[config.mk]
export PLATFORM = sky130hd
export DESIGN_NAME = mode_switch_ctl
export DESIGN_NICKNAME = d
export VERILOG_FILES = /design/src/rtl/msc_pkg.sv /design/src/rtl/msc_lfsr.sv /design/src/rtl/msc_gate.sv /design/src/rtl/msc_select.sv /design/src/rtl/mode_switch_ctl.sv
export SDC_FILE = /design/constraint.sdc
export NUM_CORES = 1
export LEC_CHECK = 0
export BUFFER_PORTS_ARGS = -buffer_cell sky130_fd_sc_hd__buf_4
export CORE_ASPECT_RATIO = 0.75
export CORE_UTILIZATION = 50
export DETAILED_ROUTE_END_ITERATION = 12
export PLACE_DENSITY = 0.69
export REMOVE_ABC_BUFFERS = 1
export SKIP_CTS_REPAIR_TIMING = 1
export SLEW_MARGIN = 40
export SYNTH_ARGS = -nofsm -noshare
export SYNTH_HDL_FRONTEND = slang
export SYNTH_SLANG_ARGS = --single-unit
[constraint.sdc]
create_clock -name clk -period 1.22 [get_ports clk]
set_clock_uncertainty 0.15 [all_clocks]
set_input_delay 0.305 -clock clk [delete_from_list [all_inputs] [get_ports clk]]
set_output_delay 0.305 -clock clk [all_outputs]
set_load 0.01 [all_outputs]
[src/rtl/msc_pkg.sv]
package msc_pkg;
  localparam int RND_W = 16;

  typedef enum logic { PATH_GREEDY = 1'b0, PATH_ROULETTE = 1'b1 } path_e;

  function automatic logic [RND_W-1:0] rnd_advance(input logic [RND_W-1:0] s);
    return {s[RND_W-2:0], s[15] ^ s[13] ^ s[12] ^ s[10]};
  endfunction
endpackage

[src/rtl/msc_lfsr.sv]
module msc_lfsr #(
  parameter logic [15:0] SEED = 16'hACE1
) (
  input  logic        clk,
  input  logic        rst_n,
  input  logic        adv,
  output logic [15:0] value
);
  logic [15:0] st_q, st_d;

  always_comb begin
    st_d = st_q;
    if (adv) st_d = msc_pkg::rnd_advance(st_q);
  end

  always_ff @(posedge clk or negedge rst_n) begin
    if (!rst_n) st_q <= SEED;
    else        st_q <= st_d;
  end

  assign value = st_q;
endmodule

[src/rtl/msc_gate.sv]
module msc_gate #(
  parameter int NUM_ALGOS = 6,
  parameter int EFF_W     = 8,
  parameter int EFF_FRAC  = 4,
  parameter int FRAC_W    = 8,
  parameter int HOLD_W    = 8
) (
  input  logic                 clk,
  input  logic                 rst_n,
  input  logic                 step,
  input  logic                 taken,
  input  logic [EFF_W-1:0]     eff,
  input  logic [NUM_ALGOS-1:0] cur_mask,
  input  logic [FRAC_W-1:0]    thr_frac,
  input  logic [HOLD_W-1:0]    holdoff,
  output logic                 hold_ok,
  output logic                 eff_low
);
  localparam int PC_W  = $clog2(NUM_ALGOS + 1);
  localparam int CMP_W = EFF_W + FRAC_W + PC_W + EFF_FRAC + 1;

  logic [HOLD_W-1:0] cnt_q, cnt_d;
  logic [PC_W-1:0]   pc;
  logic [CMP_W-1:0]  lhs, rhs;

  always_comb begin
    pc = '0;
    for (int i = 0; i < NUM_ALGOS; i++) pc = pc + PC_W'(cur_mask[i]);
  end

  always_comb begin
    lhs = CMP_W'(eff) << FRAC_W;
    rhs = (CMP_W'(pc) * CMP_W'(thr_frac)) << EFF_FRAC;
  end

  assign eff_low = lhs < rhs;
  assign hold_ok = cnt_q >= holdoff;

  always_comb begin
    cnt_d = cnt_q;
    if (step) begin
      if (taken)            cnt_d = '0;
      else if (~&cnt_q)     cnt_d = cnt_q + 1'b1;
    end
  end

  always_ff @(posedge clk or negedge rst_n) begin
    if (!rst_n) cnt_q <= '0;
    else        cnt_q <= cnt_d;
  end
endmodule

[src/rtl/msc_select.sv]
module msc_select #(
  parameter int NUM_MODES = 8,
  parameter int FIT_W     = 8,
  parameter int RND_W     = 16
) (
  input  logic [NUM_MODES*FIT_W-1:0]   fit_flat,
  input  logic [NUM_MODES-1:0]         valid,
  input  logic [RND_W-1:0]             rnd,
  output logic [$clog2(NUM_MODES)-1:0] best_idx,
  output logic [$clog2(NUM_MODES)-1:0] wheel_idx,
  output logic                         any_valid,
  output logic                         total_zero
);
  localparam int IDX_W = $clog2(NUM_MODES);
  localparam int TOT_W = FIT_W + IDX_W + 1;
  localparam int PRD_W = TOT_W + RND_W;

  logic [FIT_W-1:0] fit [NUM_MODES];
  logic [FIT_W-1:0] best_f;
  logic [TOT_W-1:0] total, cum, scaled;
  logic [PRD_W-1:0] prod;
  logic             found, picked;

  for (genvar g = 0; g < NUM_MODES; g++) begin : g_unpack
    assign fit[g] = fit_flat[g*FIT_W +: FIT_W];
  end

  always_comb begin
    best_idx = '0;
    best_f   = '0;
    found    = 1'b0;
    total    = '0;
    for (int i = 0; i < NUM_MODES; i++) begin
      if (valid[i]) begin
        total = total + TOT_W'(fit[i]);
        if (!found || fit[i] > best_f) begin
          found    = 1'b1;
          best_idx = IDX_W'(i);
          best_f   = fit[i];
        end
      end
    end
  end

  always_comb begin
    prod      = PRD_W'(rnd) * PRD_W'(total);
    scaled    = prod[PRD_W-1:RND_W];
    cum       = '0;
    picked    = 1'b0;
    wheel_idx = '0;
    for (int i = 0; i < NUM_MODES; i++) begin
      if (valid[i]) begin
        cum = cum + TOT_W'(fit[i]);
        if (!picked && cum > scaled) begin
          picked    = 1'b1;
          wheel_idx = IDX_W'(i);
        end
      end
    end
  end

  assign any_valid  = |valid;
  assign total_zero = (total == '0);
endmodule

[src/rtl/mode_switch_ctl.sv]
module mode_switch_ctl #(
  parameter int          NUM_MODES = 8,
  parameter int          NUM_ALGOS = 6,
  parameter int          FIT_W     = 8,
  parameter int          EFF_W     = 8,
  parameter int          EFF_FRAC  = 4,
  parameter int          FRAC_W    = 8,
  parameter int          HOLD_W    = 8,
  parameter logic [15:0] SEED      = 16'hACE1
) (
  input  logic                           clk,
  input  logic                           rst_n,
  input  logic                           step_i,
  input  logic [EFF_W-1:0]               eff_i,
  input  logic [$clog2(NUM_MODES)-1:0]   cur_mode_i,
  input  logic [NUM_MODES*NUM_ALGOS-1:0] mode_mask_i,
  input  logic [NUM_MODES-1:0]           mode_valid_i,
  input  logic [NUM_MODES*FIT_W-1:0]     fit_i,
  input  logic [HOLD_W-1:0]              holdoff_i,
  input  logic [FRAC_W-1:0]              thr_frac_i,
  input  logic [15:0]                    p_exploit_i,
  output logic                           reconf_o,
  output logic [$clog2(NUM_MODES)-1:0]   next_mode_o
);
  import msc_pkg::*;
  localparam int IDX_W = $clog2(NUM_MODES);

  logic [1:0]           rs_q;
  logic                 rst_s;
  logic [15:0]          lfsr_val;
  logic                 hold_ok, eff_low, any_valid, total_zero, decide;
  logic [IDX_W-1:0]     best_idx, wheel_idx, choice;
  logic [NUM_ALGOS-1:0] cur_mask;
  path_e                path;
  logic                 req_q, req_d;
  logic [IDX_W-1:0]     mode_q, mode_d;

  always_ff @(posedge clk or negedge rst_n) begin
    if (!rst_n) rs_q <= 2'b00;
    else        rs_q <= {rs_q[0], 1'b1};
  end
  assign rst_s = rs_q[1];

  assign cur_mask = mode_mask_i[cur_mode_i*NUM_ALGOS +: NUM_ALGOS];

  msc_lfsr #(.SEED(SEED)) u_rng (
    .clk(clk), .rst_n(rst_s), .adv(step_i), .value(lfsr_val)
  );

  msc_gate #(
    .NUM_ALGOS(NUM_ALGOS), .EFF_W(EFF_W), .EFF_FRAC(EFF_FRAC),
    .FRAC_W(FRAC_W), .HOLD_W(HOLD_W)
  ) u_gate (
    .clk(clk), .rst_n(rst_s), .step(step_i), .taken(decide),
    .eff(eff_i), .cur_mask(cur_mask), .thr_frac(thr_frac_i),
    .holdoff(holdoff_i), .hold_ok(hold_ok), .eff_low(eff_low)
  );

  msc_select #(.NUM_MODES(NUM_MODES), .FIT_W(FIT_W), .RND_W(RND_W)) u_sel (
    .fit_flat(fit_i), .valid(mode_valid_i), .rnd(lfsr_val),
    .best_idx(best_idx), .wheel_idx(wheel_idx),
    .any_valid(any_valid), .total_zero(total_zero)
  );

  assign decide = step_i & hold_ok & eff_low & any_valid;

  always_comb begin
    path   = (lfsr_val <= p_exploit_i) ? PATH_GREEDY : PATH_ROULETTE;
    choice = (path == PATH_GREEDY || total_zero) ? best_idx : wheel_idx;
    req_d  = decide;
    mode_d = mode_q;
    if (decide) mode_d = choice;
  end

  always_ff @(posedge clk or negedge rst_s) begin
    if (!rst_s) begin
      req_q  <= 1'b0;
      mode_q <= '0;
    end else begin
      req_q  <= req_d;
      mode_q <= mode_d;
    end
  end

  assign reconf_o    = req_q;
  assign next_mode_o = mode_q;
endmodule

Word-level counts from Yosys, hierarchy flattened
Index checks and enable logic that the tools add are counted.
Widths: inputs -> output; s select.
{ "word_totals": {"reg_bits": 30, "in_bits": 166, "output_inout_bits": 4, "wordCells": 159} }
{ "classes": {"add_sub_neg": 13, "multipliers": 3, "magnitude_cmp": 18, "n_eq_ne": 1, "shift": 1, "n_mux": 79, "bitwise": 6, "n_reduce_logical": 33} }
{ "ops": {"columns": ["op", "n"], "rows": [
  ["$mux 8", 16],
  ["$gt 12x12->1", 7],
  ["$mux 12", 7],
  ["$mux 3", 27],
  ["$add 12x8->12", 6],
  ["$gt 8x8->1", 7],
  ["$shiftx 48x7->6", 1],
  ["$mux 1", 29],
  ["$mul 16x12->28", 1],
  ["$le 16x16->1", 1],
  ["$lt 16x15->1", 1],
  ["$logic_not 1->1", 14],
  ["$add 3x1->3", 4],
  ["$gt 8x12->1", 1],
  ["$logic_not 12->1", 1],
  ["$mul 3x8->11", 1],
  ["$add 8x8->9", 1],
  ["$add 8x1->8 const B", 1],
  ["$ge 8x8->1", 1],
  ["$logic_or 1x1->1", 8],
  ["$reduce_and 8->1", 1],
  ["$reduce_or 8->1", 1],
  ["$logic_and 1x1->1", 7],
  ["$mul 3x2->5 const B", 1],
  ["5 further kinds", 9]
]} }

Longest topological paths before layout
{ "logic_depth": {"word_depth": 48, "depth_mapped": 82, "depth_no_buf": 79} }

Hierarchy
A second synthesis with hierarchy kept.
{ "unflattened": {"hier_cells": 2111, "area_unflattened_um2": 17155.2} }
{ "by_module_without_submodules": {"columns": ["mod", "n_inst", "cells_each", "area_each_um2", "seq_area_each_um2"], "rows": [
  ["msc_select", 1, 1803, 14013.4, 0.0],
  ["msc_gate", 1, 175, 1481.4, 200.2],
  ["mode_switch_ctl", 1, 95, 984.7, 150.1],
  ["msc_lfsr", 1, 38, 675.6, 410.4]
]} }

Least setup slack after synthesis
No wires, ideal clock.
{ "synth_path": {"path_type": "input-to-reg", "startpoint": "in mode_valid_i[0]", "endpoint": "reg mode_q[0] (netlist: next_mode_o[0])", "setup_ns": 0.094, "arrival_ns": 15.103, "required_ns": 0.976, "slack_ns": -14.126, "cell_stages": 71, "path_cell_list": "clkbuf_1 nand2_1 ha_1 inv_1 a21oi_1 o31ai_1 xnor2_1 mux2_2 ha_1 and2_1 a221o_1 nor2_1 xnor2_1 mux2i_1 inv_1 ha_1 xor2_1 nand2_1 [35 not listed] clkbuf_1 a21oi_1 o21ai_0 a21o_1 a21o_1 a41o_1 a31oi_1 xnor2_1 inv_1 ha_1 nand3_1 or4_1 o311a_1 o21bai_1 a221oi_1 nand3_1 and3_1 a221oi_2"} }
{ "synth_via": {"elab_chain_cells": 48} }
{ "synth_lines": {"columns": ["item", "line_no", "source"], "rows": [
  ["from (decl)", "mode_switch_ctl.sv:17", "input logic [NUM_MODES-1:0] mode_valid_i,"],
  ["$mux 8", "msc_select.sv:34, msc_select.sv:52", null],
  ["$add 8x8->9", "msc_select.sv:35, msc_select.sv:53", null],
  ["$mux 12", "msc_select.sv:34, msc_select.sv:52", null],
  ["$add 12x8->12", "msc_select.sv:35, msc_select.sv:53", null],
  ["$mux 12", "msc_select.sv:34, msc_select.sv:52", null],
  ["$add 12x8->12", "msc_select.sv:35, msc_select.sv:53", null],
  ["$mux 12", "msc_select.sv:34, msc_select.sv:52", null],
  ["$add 12x8->12", "msc_select.sv:35, msc_select.sv:53", null],
  ["[32 not listed]", null, null],
  ["$logic_and 1x1->1", "msc_select.sv:54", "if (!picked && cum > scaled) begin"],
  ["$mux 1", "msc_select.sv:54", null],
  ["$mux 1", "msc_select.sv:52", "if (valid[i]) begin"],
  ["$logic_not 1->1", "msc_select.sv:54", null],
  ["$logic_and 1x1->1", "msc_select.sv:54", null],
  ["$mux 3", "msc_select.sv:54", null],
  ["$mux 3", "msc_select.sv:52", null],
  ["$mux 3", "mode_switch_ctl.sv:69", "choice = (path == PATH_GREEDY || total_zero) ? best_idx : wheel_idx;"],
  ["to (signal assigned)", "mode_switch_ctl.sv:81", "mode_q <= mode_d;"],
  ["to (decl)", "mode_switch_ctl.sv:36", "logic [IDX_W-1:0] mode_q, mode_d;"]
]} }
Several ways; a longest one is shown, not always the timed one.
A chain may end at the register's enable or synchronous reset.

Worst setup path in the final report
{ "layout_path": {"startpoint": "in fit_i[0]", "endpoint": "reg mode_q[0] (netlist: next_mode_o[0])"} }
{ "layout_via": {"elab_chain_cells": 48} }
{ "layout_lines": {"columns": ["item", "line_no", "source"], "rows": [
  ["from (decl)", "mode_switch_ctl.sv:18", "input logic [NUM_MODES*FIT_W-1:0] fit_i,"],
  ["$mux 8", "msc_select.sv:34, msc_select.sv:52", null],
  ["$add 8x8->9", "msc_select.sv:35, msc_select.sv:53", null],
  ["$mux 12", "msc_select.sv:34, msc_select.sv:52", null],
  ["$add 12x8->12", "msc_select.sv:35, msc_select.sv:53", null],
  ["$mux 12", "msc_select.sv:34, msc_select.sv:52", null],
  ["$add 12x8->12", "msc_select.sv:35, msc_select.sv:53", null],
  ["$mux 12", "msc_select.sv:34, msc_select.sv:52", null],
  ["$add 12x8->12", "msc_select.sv:35, msc_select.sv:53", null],
  ["[32 not listed]", null, null],
  ["$logic_and 1x1->1", "msc_select.sv:54", null],
  ["$mux 1", "msc_select.sv:54", null],
  ["$mux 1", "msc_select.sv:52", null],
  ["$logic_not 1->1", "msc_select.sv:54", null],
  ["$logic_and 1x1->1", "msc_select.sv:54", null],
  ["$mux 3", "msc_select.sv:54", null],
  ["$mux 3", "msc_select.sv:52", null],
  ["$mux 3 (*)", "mode_switch_ctl.sv:69", null]
]} }
Mark *: on every way between the ends. The rest lies on a longest branch, timed or not.

==> reports/results.tsv <==
stage	metric	value	unit
timing	rsz0062_at_grt	yes	
route	wirelength	67.4	mm
synth	ys_warn_count	0	
critical_path	cp_max_fo	10	
route	routed_via_density	5.76	
clock_network	clk-insertion-delay-late	0.28	ns
global_route	antenna_found_initial	0	
cells_and_area	syn_to_final_growth	51.5	%
clock_network	h-tree-depth	2	
critical_path	cp-start-kind	primary input	
critical_path	cpPeakStageDelay	0.60	ns
global_route	grt_pass1_vias	19318	
job	max_cap_violations	0	
critical_path	crit_path_top_delay_cell	fa_2	
synth	netlist-cell-type-count	95	
global_route	grt.overflow.total	0	
floorplan	dieArea	0.0355	sq mm
placed_design	place.detailed.hpwl	54.8	mm
route	drt_pre_antenna_iters	5	
route	wl_per_cell	19.8	um
outcome	status	finished, violations left	
synth	netlist_area	0.0174	sq mm
clock_network	numCtsBuffers	5	
synth	synth_edf_count	0	
timing	setup_viol	16	
floorplan	num_io_pins	170	
timing	hold_viol_final	0	
clock_network	cts_tree	yes	
synth	syn_inst	2143	
critical_path	critPathRequiredTime	1.25	ns
timing	period_share	12.3	
global_route	grt_pass1_wl	98.7	mm
floorplan	die_y	163	um
floorplan	start_util	0.513	
synth	seq_area_frac_synth	0.0438	
timing	fin_ws	-13.77	ns
outcome	violations	negative setup slack	
placed_design	gp_congestion	1.02	
synth	ys_ff_latch	30	
timing	max-slew-margin-rel	0.513	
global_route	grt_usage	0.354	
global_route	grt_max_degree	29	
synth	synth_most_common_cell	inv_1	
synth	synth_top_cell_by_area	ha_1	
cells_and_area	antenna_cells	0	
timing	period_minus_slack	14.99	ns
route	routed-via-count	19576	
floorplan	rows	58	
critical_path	arrival	15.01	ns
clock_network	clk_path_buf_depth	2	
timing	finalMaxSlewViolations	0	
cells_and_area	drive_gt1_frac	0.416	
synth	ys.flop_type	dfrtp_1	
synth	yosysTopAreaCellShare	0.207	
cells_and_area	fill_cells	2282	
timing	fmax	66.7	MHz
route	initialDrtViolationCount	1790	
route	remaining_drc_errors	0	
cells_and_area	nNetsFinal	3559	
placed_design	port_buffers	169	
synth	async_flop_share	1.00	
hold_path	worstHoldPathType	reg2async	
route	ant_nets	0	
cells_and_area	final_area	0.0263	sq mm
clock_network	cts_sinks	30	
timing	worstMarginPinSlew	0.726	ns
floorplan	core-area	0.0338	sq mm
synth	synth_common_cells	302 x inv_1, 287 x ha_1, 216 x nand2_1	
synth	synth_area_leaders	ha_1 21%, fa_1 18%, inv_1 6.5%, nand2_1 4.7%, a21oi_1 3.4%	
floorplan	fp.dieW	217	um
clock_network	clkSlewWorstSetupHoldPaths	0.05	ns
clock_network	root_buffer	clkbuf_16	
critical_path	cp-end-kind	flop	
placed_design	placed_cell_area	0.0237	sq mm
placed_design	place_ws	-15.34	ns
critical_path	worstSetupPathType	in2reg	
synth	synth_area_per_cell	8.10	sq um
## metal layers
layer	vias up	GRT usage	share of wire
met4	0	0.0835	0.033
met2	960	0.561	0.45
met3	175	0.0894	0.11
met1	9477	0.481	0.41
met5	-	0	0
li1	8964	-	-
## critical path: cells and delay by family
kind | cells | cell delay (ns)
AO/OA/AOI/OAI | 20 | 3.24
adder cells (fa/ha/maj) | 15 | 6.44
buffers and inverters | 15 | 1.45
multiplexers | 1 | 0.29
AND/OR/NAND/NOR | 19 | 3.28
## final cells by class
type                            count  area [sq um]  area share
Inverter                          304          1150      0.0436
Timing Repair Buffer              869          6820       0.259
Tap cell                          450           563      0.0214
Sequential cell                    30           768      0.0292
Clock inverter                      2          12.5    0.000476
Multi-Input combinational cell   1740         16900       0.641
Clock buffer                        6           139     0.00528
## stage by stage
step / setup TNS [ns] / std cells / util / hold slack [ns]
2_1_floorplan: -96.33 / 2074 / - / -0.141
3_3_place_gp: -97.50 / 3320 / 0.702 / -0.0632
3_5_place_dp: -100.01 / 3320 / 0.702 / -0.0619
4_1_cts: -97.25 / 3328 / 0.707 / -0.356
5_1_grt: -92.56 / 3401 / 0.778 / 0.0996
6_report: -88.81 / 3401 / 0.778 / 0.0752
## cells in the final DEF (no fill, tap or decap), types with 12 or more instances in the layout
cell type / count
xnor2_2: 16
xnor2_1: 46
nor2_1: 98
nand2b_1: 51
mux2_2: 43
nor2b_1: 47
inv_2: 15
ha_1: 239
mux2i_1: 19
buf_4: 823
nand2_1: 203
fa_2: 12
buf_12: 12
o21ai_0: 56
ha_4: 42
o21a_1: 46
a21oi_2: 34
xor2_1: 24
o21ai_1: 20
a21o_1: 57
nand3_1: 29
nand4_1: 28
nor3_1: 16
buf_6: 29
and2_1: 54
a21oi_1: 81
fa_1: 144
mux4_2: 12
inv_1: 286
o21bai_1: 12
dfrtp_1: 16
## worst paths after layout
check / slack, ns / from / endpoint / cells after the start
setup / recovery: -13.77 / fit_i[0] / next_mode_o[0]$_DFFE_PN0P_ / 70
hold / removal: 0.08 / rs_q[1]$_DFF_PN0_ / u_gate.cnt_q[1]$_DFFE_PN0P_ / 1
setup reg to reg: -6.75 / u_rng.value[5]$_DFFE_PN1P_ / next_mode_o[1]$_DFFE_PN0P_ / 33
hold reg to reg: 0.08 / rs_q[1]$_DFF_PN0_ / u_gate.cnt_q[1]$_DFFE_PN0P_ / 1
max in group asynchronous: 0.60 / rs_q[1]$_DFF_PN0_ / u_rng.value[6]$_DFFE_PN1P_ / 1
min in group clk: 0.20 / rs_q[0]$_DFF_PN0_ / rs_q[1]$_DFF_PN0_ / 0
## registers in the layout (all words and copies together) (netlist names)
register,count
rs_q,2
u_rng.value,16
u_gate.cnt_q,8
next_mode_o,3
reconf_o,1
## kinds of logic (layout without fill, tap and decap cells)
logic type,count (synthesis),count (layout),share of synthesized area
flip-flops,30,30,0.0438
AND/OR/NAND/NOR,640,640,0.184
adder cells (fa/ha/maj),451,451,0.392
buffers and inverters,373,1181,0.0810
XOR/XNOR,104,104,0.0616
AO/OA/AOI/OAI,461,461,0.178
other,2,2,0.000433
multiplexers,82,82,0.0595
Power is not shown: default switching activity piles up to over one toggle a cycle in this logic, so the estimate is an artifact.
